## src/rtl/nic_irq_pkg.sv

```systemverilog
package nic_irq_pkg;
    localparam int FLAG_N = 7;
    localparam int REG_W  = 8;

    localparam int B_RDC = 6;
    localparam int B_CNT = 5;
    localparam int B_OVW = 4;
    localparam int B_TXE = 3;
    localparam int B_RXE = 2;
    localparam int B_PTX = 1;
    localparam int B_PRX = 0;

    typedef struct packed {
        logic              rst;
        logic [FLAG_N-1:0] flags;
    } isr_t;

    localparam isr_t ISR_RESET = '{rst: 1'b1, flags: '0};
endpackage

```

## src/rtl/nic_isr_core.sv

```systemverilog
module nic_isr_core
    import nic_irq_pkg::*;
#(
    parameter int NTALLY = 3
) (
    input  logic              clk,
    input  logic              rst_n,
    input  logic              wake_i,
    input  logic              start_i,
    input  logic [FLAG_N-1:0] evt_i,
    input  logic [FLAG_N-1:0] clr_i,
    input  logic [NTALLY-1:0] tally_msb_i,
    output isr_t              isr_o
);
    typedef struct packed {
        isr_t              isr;
        logic [NTALLY-1:0] msb;
    } st_t;

    st_t st_d, st_q;
    logic [NTALLY-1:0] msb_rise;
    logic [FLAG_N-1:0] set_all;
    logic [FLAG_N-1:0] flag_nx;

    assign msb_rise = tally_msb_i & ~st_q.msb;

    always_comb begin
        set_all        = evt_i;
        set_all[B_CNT] = evt_i[B_CNT] | (|msb_rise);
    end

    // set has priority over a same-cycle clear
    for (genvar k = 0; k < FLAG_N; k++) begin : g_flag
        assign flag_nx[k] = set_all[k] | (st_q.isr.flags[k] & ~clr_i[k]);
    end

    always_comb begin
        st_d           = st_q;
        st_d.msb       = tally_msb_i;
        st_d.isr.flags = flag_nx;
        if (wake_i)       st_d.isr.rst = 1'b1;
        else if (start_i) st_d.isr.rst = 1'b0;
    end

    always_ff @(posedge clk or negedge rst_n) begin
        if (!rst_n) st_q <= '{isr: ISR_RESET, msb: '0};
        else        st_q <= st_d;
    end

    assign isr_o = st_q.isr;


    rst_bit_hold_chk: assert property (@(posedge clk) disable iff (!rst_n)
        (!wake_i && !start_i) |=> $stable(isr_o.rst));


    rst_bit_start_chk: assert property (@(posedge clk) disable iff (!rst_n)
        (start_i && !wake_i) |=> !isr_o.rst);


    set_wins_chk: assert property (@(posedge clk) disable iff (!rst_n)
        (evt_i != '0) |=> ((isr_o.flags & $past(evt_i)) == $past(evt_i)));


    w1c_clear_chk: assert property (@(posedge clk) disable iff (!rst_n)
        ((clr_i & ~evt_i) != '0 && msb_rise == '0)
        |=> ((isr_o.flags & $past(clr_i & ~evt_i)) == '0));
endmodule

```

## src/rtl/nic_col_counter.sv

```systemverilog
module nic_col_counter #(
    parameter int CW = 4
) (
    input  logic          clk,
    input  logic          rst_n,
    input  logic          col_i,
    input  logic          abort_i,
    input  logic          clear_i,
    output logic [CW-1:0] count_o
);
    localparam logic [CW-1:0] CMAX = {CW{1'b1}};

    typedef struct packed {
        logic [CW-1:0] cnt;
    } st_t;

    st_t st_d, st_q;

    always_comb begin
        st_d = st_q;
        if (clear_i || abort_i)
            st_d.cnt = '0;
        else if (col_i && st_q.cnt != CMAX)
            st_d.cnt = st_q.cnt + 1'b1;
    end

    always_ff @(posedge clk or negedge rst_n) begin
        if (!rst_n) st_q <= '{cnt: '0};
        else        st_q <= st_d;
    end

    assign count_o = st_q.cnt;


    col_sat_chk: assert property (@(posedge clk) disable iff (!rst_n)
        (count_o == CMAX && !clear_i && !abort_i) |=> (count_o == CMAX));


    col_step_chk: assert property (@(posedge clk) disable iff (!rst_n)
        (col_i && !clear_i && !abort_i && count_o != CMAX)
        |=> (count_o == $past(count_o) + 1'b1));


    col_abort_chk: assert property (@(posedge clk) disable iff (!rst_n)
        abort_i |=> (count_o == '0));


    col_clear_chk: assert property (@(posedge clk) disable iff (!rst_n)
        clear_i |=> (count_o == '0));
endmodule

```

## src/rtl/nic_irq_status.sv

```systemverilog
module nic_irq_status
    import nic_irq_pkg::*;
#(
    parameter int NTALLY = 3,
    parameter int COL_W  = 4
) (
    input  logic              clk,
    input  logic              rst_n,
    input  logic              host_addr_i,
    input  logic              host_wr_i,
    input  logic [7:0]        host_wdata_i,
    output logic [7:0]        host_rdata_o,
    input  logic              start_cmd_i,
    input  logic              tx_cmd_i,
    input  logic              wake_i,
    input  logic              rdma_done_i,
    input  logic [NTALLY-1:0] tally_msb_i,
    input  logic              ring_ovw_i,
    input  logic              tx_excess_col_i,
    input  logic              tx_oversize_i,
    input  logic              tx_late_col_i,
    input  logic              rx_crc_err_i,
    input  logic              rx_align_err_i,
    input  logic              rx_missed_i,
    input  logic              tx_ok_i,
    input  logic              rx_ok_i,
    input  logic              col_i,
    input  logic [6:0]        irq_en_i,
    output logic              irq_o
);
    localparam logic SEL_ISR = 1'b0;
    localparam logic SEL_COL = 1'b1;

    logic [FLAG_N-1:0] evt;
    logic [FLAG_N-1:0] clr;
    logic [FLAG_N-1:0] masked;
    logic [COL_W-1:0]  col_cnt;
    isr_t              isr;

    always_comb begin
        evt        = '0;
        evt[B_RDC] = rdma_done_i;
        evt[B_OVW] = ring_ovw_i;
        evt[B_TXE] = tx_excess_col_i | tx_oversize_i | tx_late_col_i;
        evt[B_RXE] = rx_crc_err_i | rx_align_err_i | rx_missed_i;
        evt[B_PTX] = tx_ok_i;
        evt[B_PRX] = rx_ok_i;
    end

    assign clr = (host_wr_i && host_addr_i == SEL_ISR) ? host_wdata_i[FLAG_N-1:0] : '0;

    nic_isr_core #(.NTALLY(NTALLY)) u_core (
        .clk         (clk),
        .rst_n       (rst_n),
        .wake_i      (wake_i),
        .start_i     (start_cmd_i),
        .evt_i       (evt),
        .clr_i       (clr),
        .tally_msb_i (tally_msb_i),
        .isr_o       (isr)
    );

    nic_col_counter #(.CW(COL_W)) u_col (
        .clk     (clk),
        .rst_n   (rst_n),
        .col_i   (col_i),
        .abort_i (tx_excess_col_i),
        .clear_i (tx_cmd_i),
        .count_o (col_cnt)
    );

    always_comb begin
        host_rdata_o = '0;
        if (host_addr_i == SEL_COL)
            host_rdata_o[COL_W-1:0] = col_cnt;
        else
            host_rdata_o = isr;
    end

    for (genvar k = 0; k < FLAG_N; k++) begin : g_mask
        assign masked[k] = isr.flags[k] & irq_en_i[k];
    end
    assign irq_o = |masked;
endmodule

```

## config.mk

```make
export PLATFORM = sky130hd
export DESIGN_NAME = nic_irq_status
export DESIGN_NICKNAME = d
export VERILOG_FILES = /design/src/rtl/nic_irq_pkg.sv /design/src/rtl/nic_isr_core.sv /design/src/rtl/nic_col_counter.sv /design/src/rtl/nic_irq_status.sv
export SDC_FILE = /design/constraint.sdc
export NUM_CORES = 1
export LEC_CHECK = 0
export CORE_UTILIZATION = 28
export CTS_CLUSTER_SIZE = 20
export DETAILED_ROUTE_END_ITERATION = 16
export SKIP_CTS_REPAIR_TIMING = 1
export SYNTH_ARGS = -nofsm -noshare
export SYNTH_HDL_FRONTEND = slang
export SYNTH_SLANG_ARGS = --single-unit
```

## constraint.sdc

```tcl
create_clock -name clk -period 1.7 [get_ports clk]
set_clock_uncertainty 0.15 [all_clocks]
set_input_delay 0.17 -clock clk [delete_from_list [all_inputs] [get_ports clk]]
set_output_delay 0.17 -clock clk [all_outputs]
set_load 0.02 [all_outputs]
```

==> reports/metrics.yaml <==
global_route:
  grt.overflow.total: 0
  antenna_found_initial: 0
  grt_pass1_vias: 690
  grt_max_degree: 16
  grtUsageTotal: 0.1544
  grt_pass1_wl_um: 3042
synthesis:
  synth_area_per_cell_um2: 11.00
  synth.distinct_cells: 23
  synthArstFlopShare: 1.000
  yosys-top-cells-area: "dfrtp_1 48%, mux2_2 6.1%, nand2_1 6.1%, a21o_1 5.1%, and2b_2 4.8%"
  synth_top_area_frac: 0.4754
  yosysWarningCount: 0
  yosys-top-cells-count: "14 x dfrtp_1, 12 x nand2_1, 5 x a21o_1, 5 x inv_1"
  syn-cell-area_um2: 737.0
  ys_seq_elements: 15
  syn_inst: 67
  synth.largest_area_cell: "dfrtp_1"
  ys_seq_area_frac: 0.5110
  synth_edf_count: 0
  yosysMostFrequentCell: "dfrtp_1"
  ys.flop_type: "dfrtp_1"
  syn_nets: 104
outcome:
  status: "finished clean"
floorplan:
  fp.dieArea_mm2: 0.002841
  ioPinCount: 45
  die_h_um: 53.30
  placementRows: 18
  start_util: 0.2975
  die_w_um: 53.30
  fp.coreArea_mm2: 0.002477
detailed_routing:
  drc: 0
  vias_per_cell: 4.753
  ant_nets: 0
  vias: 713
  drt-total-wl_um: 1947
  firstDrtPassIters: 4
  drt_iter0_markers: 6
  avgRoutedWirePerCell_um: 12.98
pwr:
  finalPower_mw: 0.7784
  peakVddDrop_mv: 0.5315
  p_per_area_mw_per_mm2: 608.2
  p_leak_nw: 0.5924
sta:
  timing.hold.ws_ns: 0.03984
  rsz0062_at_grt: "no"
  period_needed_ns: 1.645
  fmax_mhz: 607.8
  fin_setup_tns_ns: 0
  setup_violations: 0
  finalHoldViolCount: 0
  setup_slack_ns: 0.05482
  finalMaxSlewViolations: 0
  tightestPinTransition_ns: 0.3824
  relSlewSlack: 0.7385
  finalCritPeriodShare: 0.9678
critical_path:
  startpoint: "host_addr_i"
  r2r_cells: 4
  crit_type: "in2out"
  max_stage_delay_ns: 0.45
  cp-end-kind: "output pin"
  cp-start-kind: "input port"
  r2r_start: "u_col.count_o[0]"
  cp_data_required_time_ns: 1.38
  timing.rr.end: "u_col.count_o[2]"
  critPathTopFamily: "buffers and inverters"
  cp.depth: 4
  critPathBufInv: 3
  critPathSlowestCell: "clkdlybuf4s50_1"
  worstPathArrival_ns: 1.33
  cp_max_fo: 9
  crit_end: "host_rdata_o[3]"
  r2r_slack_ns: 0.22
  crit_path_cell_trace: "clkdlybuf4s50_1 > buf_4 > mux2_2 > dlymetal6s2s_1"
hold_path:
  hold_path_class: "in2async"
clocking:
  clock_sinks: 15
  clock_latency_ns: 0.29
  cts_root_buf: "clkbuf_4"
  cts_tree: "built"
  clk_path_buf_depth: 2
  cts.reportedPaths.clkPinSlew_ns: 0.09
  cts_buffers: 3
  h-tree-depth: 1
place:
  dp_hpwl_um: 1541
  gp_congestion: 0.7982
  dpl.cell_count: 146
  io_buffers: 43
  pre_cts_slack_ns: -0.2928
  dpl_cell_area_mm2: 0.001246
finish:
  fin_nets: 158
  fin_cells: 150
  multiInputGateArea_um2: 330.3
  antenna_cells: 0
  postLayoutCoreUtil: 0.5167
  stdcell_area_mm2: 0.001280
  regArea_um2: 376.6
  layout-drive-gt1-share: 0.1833
  syn2layout_area_growth_pct: 73.68
  fillers: 244
run:
  drv_cap: 0
layout by cell type, fill, tap and decap left out, drive strengths merged, types with 2 or more instances in the layout:
master | netlist | final
a2111o | 2 | 2
a21o | 5 | 5
nand3 | 2 | 2
a2111oi | 2 | 2
buf | 1 | 7
nand2 | 12 | 12
mux2 | 4 | 4
nor2 | 2 | 2
a22oi | 2 | 2
dfrtp | 14 | 14
and2b | 4 | 4
dlymetal6s2s | 0 | 7
mux2i | 2 | 2
inv | 5 | 5
clkdlybuf4s50 | 0 | 34
clkbuf | 0 | 6
flip-flops by register name, summed over array words and instances (netlist names):
signal and count:
u_col.count_o 4, u_core.isr_o 8, u_core.st_q 3
worst register-to-register path, cell delays in order (launching register included):
cell       delay [ns]
dfrtp_1          0.43
ha_1             0.26
nand2_1          0.07
nor2_1           0.04
a2111oi_0        0.42
how the worst min path moves through the flow:
stage,startpoint,endpoint,slack [ns],cells after the start
2_1_floorplan,rst_n,u_col.count_o[0],-0.28,0
3_3_place_gp,u_core.isr_o[6],u_core.isr_o[6],0.34,1
3_5_place_dp,rst_n,u_core.isr_o[0],0.36,2
4_1_cts,rst_n,u_core.isr_o[0],0.04,2
5_1_grt,rst_n,u_col.count_o[3],0.07,2
6_report,rst_n,u_col.count_o[3],0.04,2
power breakdown:
group	internal (mW)	switching, mW
logic	0.123	0.0665
registers	0.371	0.00892
clock network	0.0913	0.118
total	0.585	0.193
per-layer routing:
layer	GRT usage	routed length [µm]
met1	0.1763	828
met2	0.2667	902
met3	0.04023	180
met4	0.06579	36
met5	0	0
kinds of logic (layout without fill, tap and decap cells):
group / Yosys count / count (layout) / share of synthesized area
buffers and inverters: 6 / 59 / 0.04075
muxes: 6 / 6 / 0.08828
and+or+nand+nor: 24 / 24 / 0.1749
adders and majority gates: 1 / 1 / 0.01698
DFF: 15 / 15 / 0.5110
AOI/OAI and AO/OA: 15 / 15 / 0.1681
cell type report:
class | count | area share
repair buffers | 50 | 0.3832
flip-flops and latches | 15 | 0.2942
multi-input cells | 46 | 0.2581
well taps | 30 | 0.02933
clock buffers | 4 | 0.02053
inverters | 5 | 0.01466
Power figures use the tool's default switching activity.
